--- config.mk ---
export PLATFORM = sky130hd
export DESIGN_NAME = dram_page_seq
export DESIGN_NICKNAME = d
export VERILOG_FILES = /design/src/rtl/dps_pkg.sv /design/src/rtl/dps_ras_guard.sv /design/src/rtl/dps_rd_capture.sv /design/src/rtl/dram_page_seq.sv
export SDC_FILE = /design/constraint.sdc
export NUM_CORES = 1
export LEC_CHECK = 0
export BUFFER_PORTS_ARGS = -buffer_cell sky130_fd_sc_hd__buf_2
export CAP_MARGIN = 20
export CORE_MARGIN = 5
export CORE_UTILIZATION = 53
export CTS_CLUSTER_SIZE = 14
export DETAILED_ROUTE_END_ITERATION = 16
export GPL_TIMING_DRIVEN = 0
export PLACE_DENSITY = 0.88
export SYNTH_ARGS = -nofsm -noshare
export SYNTH_HDL_FRONTEND = slang
export SYNTH_SLANG_ARGS = --single-unit
--- constraint.sdc ---
create_clock -name clk -period 3.15 [get_ports clk]
set_clock_uncertainty 0.2 [all_clocks]
set_input_delay 0.63 -clock clk [delete_from_list [all_inputs] [get_ports clk]]
set_output_delay 0.63 -clock clk [all_outputs]
set_load 0.02 [all_outputs]
--- src/rtl/dps_pkg.sv ---
package dps_pkg;
    typedef enum logic [2:0] {
        S_IDLE,
        S_RCD,
        S_CAS,
        S_CP,
        S_RP
    } dps_state_e;
endpackage

--- src/rtl/dps_ras_guard.sv ---
module dps_ras_guard #(
    parameter int T_RASMAX = 20,
    parameter int CONT     = 4
) (
    input  logic clk,
    input  logic rst_n,
    input  logic ras_low,
    output logic fits_more
);
    localparam int W = $clog2(T_RASMAX + CONT + 2) + 1;

    logic [W-1:0] run_q, run_d, run_len;

    always_comb begin
        run_len   = ras_low ? run_q + W'(1) : '0;
        run_d     = run_len;
        fits_more = (run_len + W'(CONT)) <= W'(T_RASMAX);
    end

    always_ff @(posedge clk) begin
        if (!rst_n) run_q <= '0;
        else        run_q <= run_d;
    end

    // row strobe low time never exceeds the limit
    p_ras_max_r7: assert property (@(posedge clk) disable iff (!rst_n)
        ras_low |-> (run_len <= W'(T_RASMAX)));
endmodule

--- src/rtl/dps_rd_capture.sv ---
module dps_rd_capture #(
    parameter int DW     = 16,
    parameter int RD_LAT = 2
) (
    input  logic          clk,
    input  logic          rst_n,
    input  logic          launch,
    input  logic [DW-1:0] dq_in,
    output logic [DW-1:0] rd_data,
    output logic          rd_valid
);
    typedef struct packed {
        logic [DW-1:0] data;
        logic          vld;
    } cap_t;

    cap_t cap_q, cap_d;
    logic take;

    generate
        if (RD_LAT <= 1) begin : g_direct
            assign take = launch;
        end else begin : g_pipe
            logic [RD_LAT-2:0] sr_q, sr_d;
            always_comb begin
                sr_d = {sr_q, launch};
            end
            always_ff @(posedge clk) begin
                if (!rst_n) sr_q <= '0;
                else        sr_q <= sr_d;
            end
            assign take = sr_q[RD_LAT-2];
        end
    endgenerate

    always_comb begin
        cap_d     = cap_q;
        cap_d.vld = take;
        if (take) cap_d.data = dq_in;
    end

    always_ff @(posedge clk) begin
        if (!rst_n) cap_q <= '0;
        else        cap_q <= cap_d;
    end

    assign rd_data  = cap_q.data;
    assign rd_valid = cap_q.vld;

    // valid is a single-cycle pulse per beat
    p_rdv_pulse_r8: assert property (@(posedge clk) disable iff (!rst_n)
        rd_valid |=> !rd_valid);
endmodule

--- src/rtl/dram_page_seq.sv ---
module dram_page_seq
    import dps_pkg::*;
#(
    parameter int ROW_W    = 8,
    parameter int COL_W    = 8,
    parameter int DW       = 16,
    parameter int LEN_W    = 4,
    parameter int T_RCD    = 3,
    parameter int T_CAS    = 2,
    parameter int T_CP     = 2,
    parameter int T_RP     = 3,
    parameter int T_RASMAX = 20,
    parameter int RD_LAT   = 2,
    localparam int AW      = (ROW_W > COL_W) ? ROW_W : COL_W
) (
    input  logic             clk,
    input  logic             rst_n,
    input  logic             req_valid,
    output logic             req_ready,
    input  logic [ROW_W-1:0] req_row,
    input  logic [COL_W-1:0] req_col,
    input  logic [LEN_W-1:0] req_len,
    input  logic             req_we,
    input  logic [DW-1:0]    wr_data,
    output logic             wr_ack,
    output logic [DW-1:0]    rd_data,
    output logic             rd_valid,
    output logic             ras_n,
    output logic             cas_n,
    output logic             we_n,
    output logic [AW-1:0]    dram_addr,
    output logic [DW-1:0]    dq_out,
    output logic             dq_oe,
    input  logic [DW-1:0]    dq_in
);
    localparam int TM1 = (T_RCD > T_CAS) ? T_RCD : T_CAS;
    localparam int TM2 = (T_CP > T_RP) ? T_CP : T_RP;
    localparam int TMX = (TM1 > TM2) ? TM1 : TM2;
    localparam int CW  = $clog2(TMX + 1) + 1;

    typedef struct packed {
        dps_state_e       state;
        logic [CW-1:0]    cnt;
        logic             ras_n;
        logic             cas_n;
        logic             we_n;
        logic             oe;
        logic [AW-1:0]    addr;
        logic [DW-1:0]    dq;
        logic [ROW_W-1:0] row;
        logic [COL_W-1:0] col;
        logic [LEN_W-1:0] left;
        logic             we;
        logic             pend;
    } seq_t;

    seq_t r_q, r_d;
    logic fits_more;
    logic launch;

    dps_ras_guard #(
        .T_RASMAX(T_RASMAX),
        .CONT    (T_CP + T_CAS)
    ) u_guard (
        .clk      (clk),
        .rst_n    (rst_n),
        .ras_low  (!r_q.ras_n),
        .fits_more(fits_more)
    );

    assign launch = (r_q.state == S_CAS) && (r_q.cnt == CW'(T_CAS - 1)) && !r_q.we;

    dps_rd_capture #(
        .DW    (DW),
        .RD_LAT(RD_LAT)
    ) u_cap (
        .clk     (clk),
        .rst_n   (rst_n),
        .launch  (launch),
        .dq_in   (dq_in),
        .rd_data (rd_data),
        .rd_valid(rd_valid)
    );

    always_comb begin
        r_d = r_q;
        case (r_q.state)
            S_IDLE: begin
                if (req_valid) begin
                    r_d.state = S_RCD;
                    r_d.ras_n = 1'b0;
                    r_d.we_n  = ~req_we;
                    r_d.addr  = AW'(req_row);
                    r_d.row   = req_row;
                    r_d.col   = req_col;
                    r_d.left  = req_len;
                    r_d.we    = req_we;
                    r_d.pend  = 1'b0;
                    r_d.cnt   = CW'(T_RCD - 1);
                end
            end
            S_RCD: begin
                r_d.addr = AW'(r_q.col);
                if (r_q.cnt == '0) begin
                    r_d.state = S_CAS;
                    r_d.cas_n = 1'b0;
                    r_d.cnt   = CW'(T_CAS - 1);
                    if (r_q.we) begin
                        r_d.dq = wr_data;
                        r_d.oe = 1'b1;
                    end
                end else begin
                    r_d.cnt = r_q.cnt - CW'(1);
                end
            end
            S_CAS: begin
                if (r_q.cnt == '0) begin
                    r_d.cas_n = 1'b1;
                    r_d.oe    = 1'b0;
                    if (r_q.left == '0) begin
                        r_d.state = S_RP;
                        r_d.ras_n = 1'b1;
                        r_d.we_n  = 1'b1;
                        r_d.pend  = 1'b0;
                        r_d.cnt   = CW'(T_RP - 1);
                    end else begin
                        r_d.left = r_q.left - LEN_W'(1);
                        r_d.col  = r_q.col + COL_W'(1);
                        if (fits_more) begin
                            r_d.state = S_CP;
                            r_d.addr  = AW'(r_q.col + COL_W'(1));
                            r_d.cnt   = CW'(T_CP - 1);
                        end else begin
                            r_d.state = S_RP;
                            r_d.ras_n = 1'b1;
                            r_d.we_n  = 1'b1;
                            r_d.pend  = 1'b1;
                            r_d.cnt   = CW'(T_RP - 1);
                        end
                    end
                end else begin
                    r_d.cnt = r_q.cnt - CW'(1);
                end
            end
            S_CP: begin
                if (r_q.cnt == '0) begin
                    r_d.state = S_CAS;
                    r_d.cas_n = 1'b0;
                    r_d.cnt   = CW'(T_CAS - 1);
                    if (r_q.we) begin
                        r_d.dq = wr_data;
                        r_d.oe = 1'b1;
                    end
                end else begin
                    r_d.cnt = r_q.cnt - CW'(1);
                end
            end
            S_RP: begin
                if (r_q.cnt == '0) begin
                    if (r_q.pend) begin
                        r_d.state = S_RCD;
                        r_d.ras_n = 1'b0;
                        r_d.we_n  = ~r_q.we;
                        r_d.addr  = AW'(r_q.row);
                        r_d.pend  = 1'b0;
                        r_d.cnt   = CW'(T_RCD - 1);
                    end else begin
                        r_d.state = S_IDLE;
                    end
                end else begin
                    r_d.cnt = r_q.cnt - CW'(1);
                end
            end
            default: r_d.state = S_IDLE;
        endcase
    end

    always_ff @(posedge clk) begin
        if (!rst_n) begin
            r_q       <= '0;
            r_q.state <= S_IDLE;
            r_q.ras_n <= 1'b1;
            r_q.cas_n <= 1'b1;
            r_q.we_n  <= 1'b1;
        end else begin
            r_q <= r_d;
        end
    end

    assign req_ready = (r_q.state == S_IDLE);
    assign wr_ack    = r_q.we && ((r_q.state == S_RCD) || (r_q.state == S_CP)) && (r_q.cnt == '0);
    assign ras_n     = r_q.ras_n;
    assign cas_n     = r_q.cas_n;
    assign we_n      = r_q.we_n;
    assign dram_addr = r_q.addr;
    assign dq_out    = r_q.dq;
    assign dq_oe     = r_q.oe;

    // column strobe only pulses inside an open row
    p_cas_in_ras_r4: assert property (@(posedge clk) disable iff (!rst_n)
        !cas_n |-> !ras_n);
    // a write acknowledge is followed by a column strobe fall
    p_wack_cas_r9: assert property (@(posedge clk) disable iff (!rst_n)
        wr_ack |=> $fell(cas_n) && dq_oe && !we_n);
    // ready only with both strobes inactive
    p_ready_idle_r6: assert property (@(posedge clk) disable iff (!rst_n)
        req_ready |-> (ras_n && cas_n));
    // the row is on the bus as the row strobe falls
    p_row_addr_r2: assert property (@(posedge clk) disable iff (!rst_n)
        $fell(ras_n) |-> (dram_addr == AW'(r_q.row)));
    // row strobe never rises while a column pulse is active
    p_ras_rise_r5: assert property (@(posedge clk) disable iff (!rst_n)
        $rose(ras_n) |-> cas_n);
endmodule

# Word level (Yosys, flattened, before mapping)
# Index checks and enable logic that the tools add are counted.
totals:
  in_bits: 56
  output_inout_bits: 47
  reg_bits: 80
op_classes:
  eq_ne: 15
  bitwise_logic: 2
  n_reduce_logical: 25
  n_addsub: 5
  magnitude_cmp: 1
  mux: 41
ops:
  columns: ["op", "count"]
  rows:
  - ["$mux W8", 5]
  - ["$mux W12", 3]
  - ["$pmux W8 S4", 1]
  - ["$pmux W12 S2", 1]
  - ["$pmux W3 S4", 2]
  - ["$mux W3", 6]
  - ["$mux W14", 1]
  - ["$mux W7", 2]
  - ["$mux W1", 12]
  - ["$mux W6", 2]
  - ["$reduce_and A4 Y1", 3]
  - ["$ne A2 B2 Y1 const B", 5]
  - ["$pmux W1 S3", 3]
  - ["$reduce_and A3 Y1", 3]
  - ["$add A8 B1 Y8 const B", 1]
  - ["$reduce_bool A4 Y1", 2]
  - ["$reduce_and A7 Y1", 1]
  - ["$add A6 B1 Y6 const B", 1]
  - ["$add A6 B3 Y6 const B", 1]
  - ["$eq A3 B1 Y1 const B", 2]
  - ["$eq A3 B2 Y1 const B", 2]
  - ["$le A6 B5 Y1 const B", 1]
  - ["$logic_not A3 Y1", 2]
  - ["$ne A2 B1 Y1 const B", 3]
  - ["18 further kinds", 24]

# Longest topological paths before layout
logic_depth:
  ltp_word: 8
  depth_mapped: 9
  ltp_nobuf: 8

# Hierarchy
# From an unflattened synthesis, not the netlist that was laid out.
unflattened:
  hier_cells: 509
  area_unflattened_um2: 4240.3
modules_own_cells:
  columns: ["mod", "seq_area_each_um2", "cells_per_inst", "n_inst", "area_per_inst_um2"]
  rows:
  - ["dram_page_seq", 1121.1, 418, 1, 3261.9]
  - ["dps_rd_capture", 360.3, 55, 1, 669.4]
  - ["dps_ras_guard", 120.1, 36, 1, 309.0]

# Worst setup path before layout
# OpenSTA, ideal clock, no wires.
synth_timing:
  kind: "register to output"
  from: "register r_q[53] (netlist bit)"
  to: "output wr_ack"
  path_buffers: 2
  stages_incl_launch_ff: 7
  path_slack_ps: 745
  arrival_time_ps: 1575
  path_cell_list: "dfxtp_1 > clkbuf_1 > nand2b_1 > nor2_1 > nand2_1 > clkinv_1 > clkbuf_1"
synth_via:
  elab_chain_cells: 4
  elab_cells_between_ends: 5
synth_lines:
  columns: ["element", "line_no", "source"]
  rows:
  - ["start, declared", "dram_page_seq.sv:57", "seq_t r_q, r_d;"]
  - ["start signal, assigned", "dram_page_seq.sv:186", "r_q <= r_d;"]
  - ["$eq A3 B1 Y1 / $eq A3 B2 Y1 (equally long branches)", "dram_page_seq.sv:191", "assign wr_ack = r_q.we && ((r_q.state == S_RCD) || (r_q.state == S_CP)) && (r_q.cnt == '0);"]
  - ["$logic_or A1 B1 Y1 (*)", "dram_page_seq.sv:191", null]
  - ["$logic_and A1 B1 Y1 (*) (2 in a row)", "dram_page_seq.sv:191", null]
  - ["end, declared", "dram_page_seq.sv:25", "output logic wr_ack,"]
# Every way passes the cells marked *; elsewhere a longest branch is shown, timed or not.

# Worst setup path in the final report
layout_timing:
  from: "register r_q[50] (netlist bit)"
  to: "register r_q[5] (netlist bit)"
layout_via:
  elab_chain_cells: 3
layout_lines:
  columns: ["element", "line_no", "source"]
  rows:
  - ["$logic_not A3 Y1", "dram_page_seq.sv:117", "if (r_q.cnt == '0) begin"]
  - ["$ne A2 B1 Y1 (no source line)", null, null]
  - ["$reduce_and A4 Y1 (no source line)", null, null]
# Every way passes these cells.
# A chain may end at the register's enable or synchronous reset.

==> run metrics <==
run status completed; initial antenna violation count 0; Sink Count 80; Tcrit/Tclk final 0.9543; part of the power in registers 0.389; area occupied by multi-input gates 2101 um^2; syn nets 574; largest net degree at the start of global routing 19; Syn Area/Cell 7.937 um^2; Placed Cells 715; first-pass GRT wire length 18700 um; clk_lat worst skew 0.37 ns; total number of yosys warnings 0; Slew HR 0.2461; vias 4075; Slew Limit Fails 0; Worst-path clk slew 0.09 ns; Finished Cell Area 4881 um^2; startpoint types flop; GRT Overall Usage 0.2358; Max stage delay on crit path 0.53 ns; vias in the first global route 3923; Setup Crit Path Kind flop to flop; Post-synth EDFFs 0; clock buffer depth 2; Slew @ Worst Pin 1.122 ns; Synth async-reset ratio 0; TritonCTS clock tree built; setup TNS 0 ns; Seq/Total Area, Yosys 0.3941; worst vdd ir 0.3032 mV; Root Buffer clkbuf_8; final antenna-violating net count 0; Yosys top cell area share 0.3941; min-delay worst type flop to flop; Most Crowded Layer GR met2; port bufs 101; Netlist Area Pre-Place 4064 um^2; Detailed Route Iter0 Violations 360; fin cells 729; combinational power share 0.379; post-synth top area cell dfxtp_1; total global routing overflow 0; total number of H-tree levels 3; Area Growth Syn to Fin 20.10%; post-layout util 0.6416; Worst Path Arrival 3.05 ns; Tmin final 3.006 ns; Fillers 647; slowest CP cell nor2b_1; crit-path max FO 10; Total Wirelength 11370 um; die height 97.57 um; Setup WS post-layout 0.1440 ns; M2 GR Usage 0.3853; drt via density 5.590; switching power 1.278 mW; most common cell after layout, fill and taps aside buf_2; DRC 0; Core ar. 7607 um^2; number of buffers created by CTS 9; proportion of layout cells with a drive suffix above 1 0.2520; Place WS 0.1063 ns; Initial Utilization 0.5342; fin nets 684; hold_ws 0.2601 ns; cells along the critical path inv_1 -> ha_1 -> nor2b_1 -> nand3_1 -> a21boi_1 -> clkbuf_1 -> o21ai_0 -> a22oi_1 -> nor2_1; most frequent cells in the layout 103 x buf_2, 89 x nand2_1, 80 x dfxtp_1; MaxCap Viol Count 0; Distinct cells, synth 53; worst path required time 3.20 ns; Placer Congestion 0.9619; final setup violation count 0; Mapped Cells 512; CP Capture Type flop; IO Pins 103; Die Width 97.57 um; drt wl/cell 15.59 um; Sw Share 0.3996; internal cell power 1.920 mW; leakage 2.070 nW; die area 9519 um^2; met1 usage 0.3044; first-pass detailed-route iteration total 5; final hold violations 0; dpl hpwl 8410 um; Tot Pwr 3.198 mW; pwr/cell area 655.2 nW/um^2; Top FF cell, synth dfxtp_1; Fmax 332.7 MHz; grt met3 use 0.04882; ranking of synthesized cells by area dfxtp_1 39%, nand2_1 8.2%, mux2i_1 6.9%; placed instance area 4697 um^2; number of diodes 0; row cnt 32; register area 1602 um^2; Clock Power Share 0.232; flip-flop and latch count after synthesis 80
Yosys cell counts (7+ instances only):
master / instances
a21oi_1: 42
a22oi_1: 7
buf_4: 24
mux2i_1: 28
o21ai_0: 31
nor2_1: 51
inv_1: 9
clkbuf_1: 24
nand3_1: 15
nor3_1: 13
nand2_1: 89
nand2b_1: 9
dfxtp_1: 80
power by group through the flow:
stage                     sequential [mW]  clock (mW)  combinational [mW]
final                                1.24       0.742                1.21
after floorplan                      1.25           0               0.861
after global placement               1.25           0                1.15
after detailed placement             1.26           0                1.19
after CTS                            1.23       0.744                1.20
after global routing                 1.26       0.799                1.32
kinds of logic (layout without fill, tap and decap cells):
kind of cell / Yosys count / count (layout) / share of synthesized area
simple gates: 202 / 202 / 0.2217
buf+inv: 65 / 180 / 0.08897
fa+ha+maj: 7 / 7 / 0.02094
xor+xnor: 6 / 6 / 0.01293
mux: 29 / 29 / 0.07174
flops: 80 / 80 / 0.3941
compound gates: 123 / 123 / 0.1897
area by class of cell:
type,instances,share of cell area
Inverter,11,0.008972
Tap cell,102,0.02615
Timing Repair Buffer,101,0.1036
Clock buffer,10,0.02820
Clock inverter,6,0.01051
Sequential cell,80,0.3281
Multi-Input combinational cell,367,0.4304
Buffer,52,0.06409
sequential cells by signal (all words and copies together), names as in the netlist:
signal,cells
u_guard.run_q,6
u_cap.rd_data,16
ras_n,1
u_cap.g_pipe.sr_q,1
dram_addr,8
dq_out,16
cas_n,1
we_n,1
r_q,28
u_cap.rd_valid,1
dq_oe,1
path summary, 6_finish.rpt:
| kind | from | slack, ns | depth (start not counted) | to |
|---|---|---|---|---|
| setup / recovery | r_q[50]$_SDFFE_PN0P_ | 0.14 | 9 | r_q[5]$_SDFFE_PN0P_ |
| hold / removal | dq_out[6]$_SDFFE_PN0P_ | 0.26 | 2 | dq_out[6]$_SDFFE_PN0P_ |
| setup reg to reg | r_q[50]$_SDFFE_PN0P_ | 0.14 | 9 | r_q[5]$_SDFFE_PN0P_ |
| hold reg to reg | dq_out[6]$_SDFFE_PN0P_ | 0.26 | 2 | dq_out[6]$_SDFFE_PN0P_ |
repair_timing:
item	in CTS	in global routing
endpoints found under the setup margin	1	1
resized for setup	1	1
setup buffers	0	0
hold buffers	0	0
worst max-delay path, delay by kind of cell, from the launching register on:
kind / cells / cell delay [ns]
adder cells (fa/ha/maj): 1 / 0.19
flip-flops: 1 / 0.35
AO/OA/AOI/OAI: 3 / 0.79
buffers and inverters: 2 / 0.49
AND/OR/NAND/NOR: 3 / 0.88
layer usage:
metal / wire length, um / vias up
met5: 0 / -
met4: 237 / 0
met3: 1000 / 23
met2: 5415 / 214
met1: 4712 / 1872
li1: - / 1966
Note: power is estimated with default switching activity, not from simulation.
